--- config.mk ---
export PLATFORM = sky130hd
export DESIGN_NAME = fcmp_unit
export DESIGN_NICKNAME = d
export VERILOG_FILES = /design/src/rtl/fcmp_pkg.sv /design/src/rtl/fcmp_classify.sv /design/src/rtl/fcmp_order.sv /design/src/rtl/fcmp_decode.sv /design/src/rtl/fcmp_unit.sv
export SDC_FILE = /design/constraint.sdc
export NUM_CORES = 1
export LEC_CHECK = 0
export BUFFER_PORTS_ARGS = -buffer_cell sky130_fd_sc_hd__buf_2
export CAP_MARGIN = 20
export CORE_AREA = 2 2 275 277
export CTS_CLUSTER_SIZE = 25
export DETAILED_ROUTE_END_ITERATION = 10
export DIE_AREA = 0 0 277 279
export SYNTH_ARGS = -nofsm -noshare
export SYNTH_HDL_FRONTEND = slang
export SYNTH_SLANG_ARGS = --single-unit
--- constraint.sdc ---
create_clock -name clk -period 20.9 [get_ports clk]
set_input_delay 4.18 -clock clk [delete_from_list [all_inputs] [get_ports clk]]
set_output_delay 4.18 -clock clk [all_outputs]
set_load 0.02 [all_outputs]
--- src/rtl/fcmp_pkg.sv ---
package fcmp_pkg;

  localparam int FP_W  = 80;
  localparam int EXP_W = 15;

  typedef enum logic [2:0] {
    CL_ZERO,
    CL_FINITE,
    CL_INF,
    CL_QNAN,
    CL_SNAN,
    CL_UNSUP
  } fclass_e;

  typedef enum logic [1:0] {
    REL_GT,
    REL_LT,
    REL_EQ,
    REL_UN
  } rel_e;

  typedef struct packed {
    logic       ok;
    logic [2:0] idx;
    logic [1:0] pops;
  } dec_t;

  localparam logic [3:0] CC_GT = 4'b0000;
  localparam logic [3:0] CC_LT = 4'b0001;
  localparam logic [3:0] CC_EQ = 4'b1000;
  localparam logic [3:0] CC_UN = 4'b1101;

endpackage

--- src/rtl/fcmp_classify.sv ---
module fcmp_classify
  import fcmp_pkg::*;
#(
  parameter int W  = FP_W,
  parameter int EW = EXP_W
) (
  input  logic [W-1:0] val,
  output fclass_e      cls
);
  localparam int MW = W - 1 - EW;

  logic [EW-1:0] expo;
  logic          jbit;
  logic [MW-2:0] frac;

  assign expo = val[W-2 -: EW];
  assign jbit = val[MW-1];
  assign frac = val[MW-2:0];

  always_comb begin
    if (expo == '1) begin
      if (!jbit)                cls = CL_UNSUP;
      else if (frac == '0)      cls = CL_INF;
      else if (frac[MW-2])      cls = CL_QNAN;
      else                      cls = CL_SNAN;
    end else if (expo != '0) begin
      cls = jbit ? CL_FINITE : CL_UNSUP;
    end else begin
      cls = ({jbit, frac} == '0) ? CL_ZERO : CL_FINITE;
    end
  end
endmodule

--- src/rtl/fcmp_order.sv ---
module fcmp_order
  import fcmp_pkg::*;
#(
  parameter int W = FP_W
) (
  input  logic [W-1:0] lhs,
  input  logic [W-1:0] rhs,
  input  fclass_e      lcls,
  input  fclass_e      rcls,
  output rel_e         rel
);
  logic         lsign, rsign;
  logic [W-2:0] lmag, rmag;
  logic         l_nan, r_nan;

  assign lsign = lhs[W-1];
  assign rsign = rhs[W-1];
  assign lmag  = lhs[W-2:0];
  assign rmag  = rhs[W-2:0];
  assign l_nan = (lcls == CL_QNAN) || (lcls == CL_SNAN) || (lcls == CL_UNSUP);
  assign r_nan = (rcls == CL_QNAN) || (rcls == CL_SNAN) || (rcls == CL_UNSUP);

  always_comb begin
    if (l_nan || r_nan)                              rel = REL_UN;
    else if (lcls == CL_ZERO && rcls == CL_ZERO)     rel = REL_EQ;
    else if (lsign != rsign)                         rel = lsign ? REL_LT : REL_GT;
    else if (lmag == rmag)                           rel = REL_EQ;
    else if (lmag > rmag)                            rel = lsign ? REL_LT : REL_GT;
    else                                             rel = lsign ? REL_GT : REL_LT;
  end
endmodule

--- src/rtl/fcmp_decode.sv ---
module fcmp_decode
  import fcmp_pkg::*;
(
  input  logic [7:0] op_hi,
  input  logic [7:0] op_lo,
  output dec_t       dec
);
  always_comb begin
    dec = '0;
    if (op_hi == 8'hDD && op_lo[7:3] == 5'b11100) begin
      dec.ok   = 1'b1;
      dec.idx  = op_lo[2:0];
      dec.pops = 2'd0;
    end else if (op_hi == 8'hDD && op_lo[7:3] == 5'b11101) begin
      dec.ok   = 1'b1;
      dec.idx  = op_lo[2:0];
      dec.pops = 2'd1;
    end else if (op_hi == 8'hDA && op_lo == 8'hE9) begin
      dec.ok   = 1'b1;
      dec.idx  = 3'd1;
      dec.pops = 2'd2;
    end
  end
endmodule

--- src/rtl/fcmp_unit.sv ---
module fcmp_unit
  import fcmp_pkg::*;
#(
  parameter int NREG = 8,
  parameter int W    = FP_W
) (
  input  logic                clk,
  input  logic                rst,
  input  logic                in_valid,
  output logic                in_ready,
  input  logic [7:0]          op_hi,
  input  logic [7:0]          op_lo,
  input  logic [NREG*W-1:0]   regs,
  input  logic [2*NREG-1:0]   tags_in,
  input  logic [$clog2(NREG)-1:0] top_in,
  input  logic                ia_mask,
  output logic                done,
  output logic [3:0]          cc,
  output logic                ia_exc,
  output logic [$clog2(NREG)-1:0] top_out,
  output logic [2*NREG-1:0]   tags_out
);
  localparam int PW = $clog2(NREG);
  localparam int TW = 2 * NREG;

  logic [W-1:0] entry [NREG];

  for (genvar k = 0; k < NREG; k++) begin : g_unpack
    assign entry[k] = regs[k*W +: W];
  end

  dec_t          dec;
  logic [PW-1:0] src_ix, top_p1, top_n;
  logic [W-1:0]  opa, opb;
  fclass_e       cla, clb;
  rel_e          rel;
  logic          exc_c, blocked, acc;
  logic [3:0]    cc_n;
  logic [TW-1:0] tags_n;

  fcmp_decode u_dec (
    .op_hi (op_hi),
    .op_lo (op_lo),
    .dec   (dec)
  );

  assign src_ix = top_in + PW'(dec.idx);
  assign opa    = entry[top_in];
  assign opb    = entry[src_ix];

  fcmp_classify #(.W(W)) u_cla (.val(opa), .cls(cla));
  fcmp_classify #(.W(W)) u_clb (.val(opb), .cls(clb));

  fcmp_order #(.W(W)) u_ord (
    .lhs  (opa),
    .rhs  (opb),
    .lcls (cla),
    .rcls (clb),
    .rel  (rel)
  );

  assign in_ready = ~rst;
  assign acc      = in_valid & in_ready;
  assign exc_c    = (cla == CL_SNAN) || (cla == CL_UNSUP) ||
                    (clb == CL_SNAN) || (clb == CL_UNSUP);
  assign blocked  = exc_c & ~ia_mask;

  always_comb begin
    unique case (rel)
      REL_GT:  cc_n = CC_GT;
      REL_LT:  cc_n = CC_LT;
      REL_EQ:  cc_n = CC_EQ;
      default: cc_n = CC_UN;
    endcase
  end

  assign top_p1 = top_in + PW'(1);
  assign top_n  = top_in + PW'(dec.pops);

  always_comb begin
    tags_n = tags_in;
    if (dec.pops != 2'd0) tags_n[{top_in, 1'b0} +: 2] = 2'b11;
    if (dec.pops == 2'd2) tags_n[{top_p1, 1'b0} +: 2] = 2'b11;
  end

  always_ff @(posedge clk) begin
    if (rst) begin
      done     <= 1'b0;
      cc       <= 4'b0000;
      ia_exc   <= 1'b0;
      top_out  <= '0;
      tags_out <= '1;
    end else begin
      done <= acc & dec.ok;
      if (acc && dec.ok) begin
        ia_exc <= exc_c;
        if (blocked) begin
          top_out  <= top_in;
          tags_out <= tags_in;
        end else begin
          cc       <= cc_n;
          top_out  <= top_n;
          tags_out <= tags_n;
        end
      end
    end
  end

  AST_CC_HELD_UNMASKED: assert property (@(posedge clk) disable iff (rst)
    (acc && dec.ok && exc_c && !ia_mask) |=> (cc == $past(cc)));
  AST_MASKED_UNORDERED: assert property (@(posedge clk) disable iff (rst)
    (acc && dec.ok && exc_c && ia_mask) |=> (ia_exc && cc == CC_UN));
  AST_QNAN_QUIET: assert property (@(posedge clk) disable iff (rst)
    (acc && dec.ok && !exc_c && (cla == CL_QNAN || clb == CL_QNAN)) |=> (!ia_exc && cc == CC_UN));
  AST_ZERO_EQUAL: assert property (@(posedge clk) disable iff (rst)
    (acc && dec.ok && cla == CL_ZERO && clb == CL_ZERO) |=> (cc == CC_EQ));
  AST_C1_CLEAR: assert property (@(posedge clk) disable iff (rst)
    (acc && dec.ok && !blocked) |=> (cc[1] == 1'b0));
  AST_POP_TAG_EMPTY: assert property (@(posedge clk) disable iff (rst)
    (acc && dec.ok && !blocked && dec.pops != 2'd0) |=> (tags_out[{$past(top_in), 1'b0} +: 2] == 2'b11));
  AST_UNKNOWN_OP_HOLD: assert property (@(posedge clk) disable iff (rst)
    (!(acc && dec.ok)) |=> ($stable(top_out) && $stable(tags_out) && $stable(cc) && !done));
  AST_DONE_AFTER_ACCEPT: assert property (@(posedge clk) disable iff (rst)
    (acc && dec.ok) |=> done);

endmodule

* Yosys cells after proc, flatten, opt, wreduce, memory -nomap -nowiden
Index checks and enable logic that the tools add are counted.
** Storage, ports and cells
- Bits in registers :: 25
- Input bits :: 679
- Output and inout bits :: 26
- Word-level logic and storage cells :: 104
** Cells by class
- Add/subtract/negate cells :: 5
- $lt $le $gt $ge :: 3
- Eq/ne operators :: 18
- Shift-type cells :: 4
- Muxes and demuxes :: 37
- Bitwise operators :: 8
- Reductions and logical operators :: 24
** Operator list (count)
- $bmux 80 s3 :: 2
- $mux 80 :: 4
- $logic_not 64->1 :: 2
- $logic_not 63->1 :: 2
- $eq 79x79->1 :: 1
- $gt 79x79->1 :: 1
- $mux 16 :: 3
- $mux 3 :: 13
- $bwmux 16 :: 2
- $shift 2x6->16 const A :: 2
- $shiftx 2x6->16 const A :: 2
- $eq 15x15->1 const B :: 2
- $reduce_bool 15->1 :: 2
- $eq 8x8->1 const B :: 3
- $mux 6 :: 3
- $eq 3x3->1 const B :: 4
- $neg 4->6 :: 2
- $pmux 4 s3 :: 1
- $eq 5x5->1 const B :: 2
- $mux 2 :: 5
- $ge 4x4->1 const B :: 2
- $logic_or 1x1->1 :: 8
- $not 3->4 :: 2
- $eq 3x2->1 const B :: 2
- other kinds (14) :: 27

* Longest topological paths before layout
- Word-level depth :: 21
- Mapped depth :: 25
- Gate-level depth less buffers :: 22

* Modules after synthesis
A second synthesis with hierarchy kept.
** Unflattened totals
- Cell total of the unflattened synthesis :: 1280
- Area total of the unflattened synthesis :: 13511.7 µm²
** By module, submodules not included
- fcmp_unit :: instances 1, cells each 886, area an instance 10747.8 µm², sequential area each 480.5 µm²
- fcmp_order :: instances 1, cells each 303, area an instance 2133.3 µm², sequential area each 0.0 µm²
- fcmp_classify :: instances 2, cells each 37, area an instance 257.7 µm², sequential area each 0.0 µm²
- fcmp_decode :: instances 1, cells each 17, area an instance 115.1 µm², sequential area each 0.0 µm²

* Least setup slack after synthesis
No wires, ideal clock.
- Path kind :: input-to-reg
- Start point :: input op_lo[4]
- End point :: register cc[0]
- Setup time :: 0.127 ns
- Data arrival time :: 9.386 ns
- Required time :: 20.773 ns
- Slack :: 11.387 ns
- Stages :: 24
- Buffers on the path :: 3
- Cells stage by stage :: nand2b_1 nor3_1 and4_1 clkbuf_1 a21o_1 ha_1 inv_1 fa_1 xor2_1 nand3_1 nand2_1 clkbuf_1 clkbuf_1 mux2i_1 ha_1 a21o_1 a21o_1 a221oi_1 a21oi_1 a211oi_1 o21ai_0 o21ba_2 o32ai_1 a21oi_1
** On the way
- Longest elaborated chain between the ends :: 21
** Ends and longest elaborated chain
- start, declared :: line fcmp_unit.sv:12 : input logic [7:0] op_lo,
- $eq 8x8->1 :: line fcmp_decode.sv:18 : end else if (op_hi == 8'hDA && op_lo == 8'hE9) begin
- $logic_and 1x1->1 :: line fcmp_decode.sv:18
- $mux 6 :: line fcmp_decode.sv:18
- $mux 6 :: line fcmp_decode.sv:14 : end else if (op_hi == 8'hDD && op_lo[7:3] == 5'b11101) begin
- $mux 6 (*) :: line fcmp_decode.sv:10 : if (op_hi == 8'hDD && op_lo[7:3] == 5'b11100) begin
- branches (longest 16 deep; another with $gt 79x79->1)
- end signal, assigned :: line fcmp_unit.sv:101 : cc <= cc_n;
- end, declared :: line fcmp_unit.sv:18 : output logic [3:0] cc,
Every way passes the cells marked *. The select of a mux whose other input is x is not followed.
A chain may end at the register's enable or synchronous reset.

* Final worst setup path
Same ends and word-level chain as after synthesis.

==> key figures <==
Logic synthesis
  • Synth Area in Simple Gates: 20.98%
  • Synth Flop Type: dfxtp_1
  • Cell taking the most area after synthesis: mux4_2
  • FFs w/ async S/R, synth: 0%
  • XOR/XNOR Fraction of Synth Area: 0.05833%
  • Top post-synthesis cells by area: mux4_2, ha_1, mux2i_1, nand2_1, dfxtp_1
  • Post-Synthesis Cells: 1519
  • Top-area cell type share of the netlist area: 46.20%
  • Syn Area/Cell: 9.884 µm²
  • Synthesized area: 15010 µm²
  • Post-Syn Nets: 2289
  • FF+latch count, synth: 24
  • EDFF count, synth: 0
  • Post-synthesis mux area share: 54.03%
  • Unique masters post-synth: 68
  • Seq/Total Area, Yosys: 3.200%
  • Adder-cell share of the synthesized area: 7.683%
  • Post-synthesis compound-gate area fraction: 9.350%
  • Synth warn: 0
  • Largest family of logic cells by synthesized area: multiplexers

Pwr
  • Lkg Pwr: 8.189 nW
  • Peak supply drop: 0.02812 mV
  • Power Density: 30.46 nW/µm²

Clocking
  • Hold_buf cts: 0
  • CTS H-tree depth: 1
  • Worst skew pair latency: 270 ps
  • CTS tree: yes
  • Cts repair resizes: 0
  • Total clock sinks: 24
  • Setup Buffers After CTS: 0
  • Worst-path clk slew: 80 ps
  • CTS root buffer: clkbuf_16
  • TritonCTS Buffers: 3
  • Bufs on Longest Clock Path: 2

Finish
  • Finished Core Util: 26.42%
  • Layout area overhead: 30.35%
  • Most common cell after layout, fill and taps aside: buf_2
  • Reg area: 480.5 µm²
  • Most frequent cells in the layout: buf_2, mux4_2, nand2_1
  • Multi-input logic area: 13870 µm²
  • Fillers: 8066
  • Total Nets Final: 2891
  • Share of layout cells above drive strength 1: 50.57%

Timing
  • Final Max Tran Viols: 0
  • Final Hold Fails: 0
  • Final setup TNS: 0 ps
  • Max Clk Rate: 90.43 MHz
  • Final setup violation count: 0
  • Worst-Margin Slew: 1098 ps
  • Final hold slack: 508.9 ps
  • PnR worst setup slack: 9841 ps
  • RSZ-0062 raised after global routing: no
  • Final Critical Period: 11060 ps
  • Tcrit/Tclk final: 52.91%
  • Setup Skew: 0 ps
  • Relative slew slack: 26.82%

Setup path
  • WP data required: 21050 ps
  • Worst reg-to-reg setup slack: 19860 ps
  • Worst Path Arrival: 11210 ps
  • Crit path cell chain: buf_2 > nand2b_1 > nor3_1 > and4_1 > a21o_1 > ha_4 > inv_1 > fa_4 > xor2_1 > nand3_1 > nand2_4 > buf_4 > buf_4 > mux2i_1 > ha_1 > nand4_1 > nor4_1 > nor4b_1 > and3_1 > or2_2 > o21ba_2 > o32ai_1 > a21oi_1
  • WP buf/inv: 4
  • Crit path max-delay family: simple AND/OR/NAND/NOR gates
  • CP endpoint kind: register
  • Crit Path Max Fanout: 39
  • Reg2Reg Depth: 4
  • Crit start category: primary input
  • CP most frequent cell: buf_4
  • Slowest stage cell, crit path: buf_4
  • WS Path Type: in2reg
  • Stages on worst setup path: 23
  • Slowest stage delay, CP: 650 ps

Die
  • Io pins: 705
  • Horiz. Die Dim: 277 µm
  • Row count: 100
  • DIE HEIGHT: 279 µm
  • Die area: 77280 µm²
  • Initial Util: 20.27%
  • Core area: 74070 µm²

Hold path
  • Min-Delay Path Class: reg2reg
  • Hold Crit Depth: 2

Drt
  • Pre-antenna DRT Iters: 5
  • DR WL/cell: 30.58 µm
  • Final antenna-violating net count: 0
  • Via-to-Cell Ratio: 5.734
  • DRC Markers: 0
  • DRT Wirelength: 95230 µm
  • Starting DRC count in detailed routing: 1535
  • Via count: 17855

Placement
  • Port Buf Inserts: 703
  • Gpl congestion: 0.9580
  • DP Wirelength: 81730 µm
  • Post-Place Worst Slack: 9594 ps

Global routing
  • Grt met2 use: 40.55%
  • Vias in the first global route: 17560
  • Largest net degree at the start of global routing: 81
  • Layer with the highest usage: met2
  • Initial antenna violation count: 43
  • Met1 Use GR: 29.92%
  • Total gr overflow: 0
  • First-pass GRT wire length: 131800 µm
  • Total global-route track usage: 23.47%
  • GR Util met3: 3.958%

Run status
  • Status: completed

Job
  • Max Cap Viol: 0
[routing by layer]
metal / wire length (µm) / vias to the layer above / part of all wire [%]
li1: - / 7566 / -
met1: 37900 / 8847 / 40
met2: 45790 / 1256 / 48
met3: 7638 / 176 / 8.0
met4: 3846 / 10 / 4.0
met5: 61 / - / 0.064
[sequential cells by signal, summed over array words and instances (netlist names)]
signal and flops:
cc 3, done 1, top_out 3, tags_out 16, ia_exc 1
[Yosys cell counts, types with 8 or more instances]
cell type / count
a211oi_1: 14
a211oi_2: 10
a21o_1: 22
a21oi_1: 42
and3_1: 8
buf_1: 26
buf_2: 47
clkbuf_1: 45
dfxtp_1: 24
ha_1: 89
inv_1: 22
mux2i_1: 104
mux4_2: 308
nand2_1: 230
nand3_1: 26
nand4_1: 43
nor2_1: 88
nor2b_1: 12
nor3_1: 76
nor4_1: 65
o211ai_1: 9
o21ai_0: 27
or3_1: 29
or4_1: 26
[worst paths after layout]
kind / from / to
worst max-delay path: op_lo[4] / cc[0]
worst min-delay path: tags_out[8] / tags_out[8]
worst max register to register: cc[0] / cc[0]
worst min register to register: tags_out[8] / tags_out[8]
[cell families after synthesis]
group | after synthesis
buffers and inverters | 152
flip-flops | 24
AND/OR/NAND/NOR | 638
XOR/XNOR | 1
multiplexers | 420
AO/OA/AOI/OAI | 192
other | 1
adder cells (fa/ha/maj) | 91
[worst register-to-register path, stage by stage, from the launching register on]
cell	delay, ps
dfxtp_1	390
a21oi_1	150
nor2_1	50
a31oi_1	270
a21oi_1	70
[final cells by class]
cell class | count | share of cell area, %
diodes | 25 | 0.3197
multi-input cells | 1343 | 70.89
clock inverters | 1 | 0.1534
flip-flops and latches | 24 | 2.455
inverters | 22 | 0.4347
repair buffers | 727 | 19.17
well taps | 969 | 6.195
clock buffers | 3 | 0.3836
[through the flow]
step	instance area (µm²)	total power, mW	cells
final	19570	0.5961	3114
after global routing	19550	0.6348	3106
after CTS	19480	0.5958	3088
after detailed placement	19380	0.5338	3084
after global placement	19380	0.5338	3084
after floorplan	15010	0.3195	1519
[power breakdown]
group	switching, mW	internal (mW)	total, mW
logic	0.275	0.217	0.492
clock network	0.0205	0.0382	0.0587
registers	0.00000472	0.0457	0.0457
(Power assumes the default switching activity.)
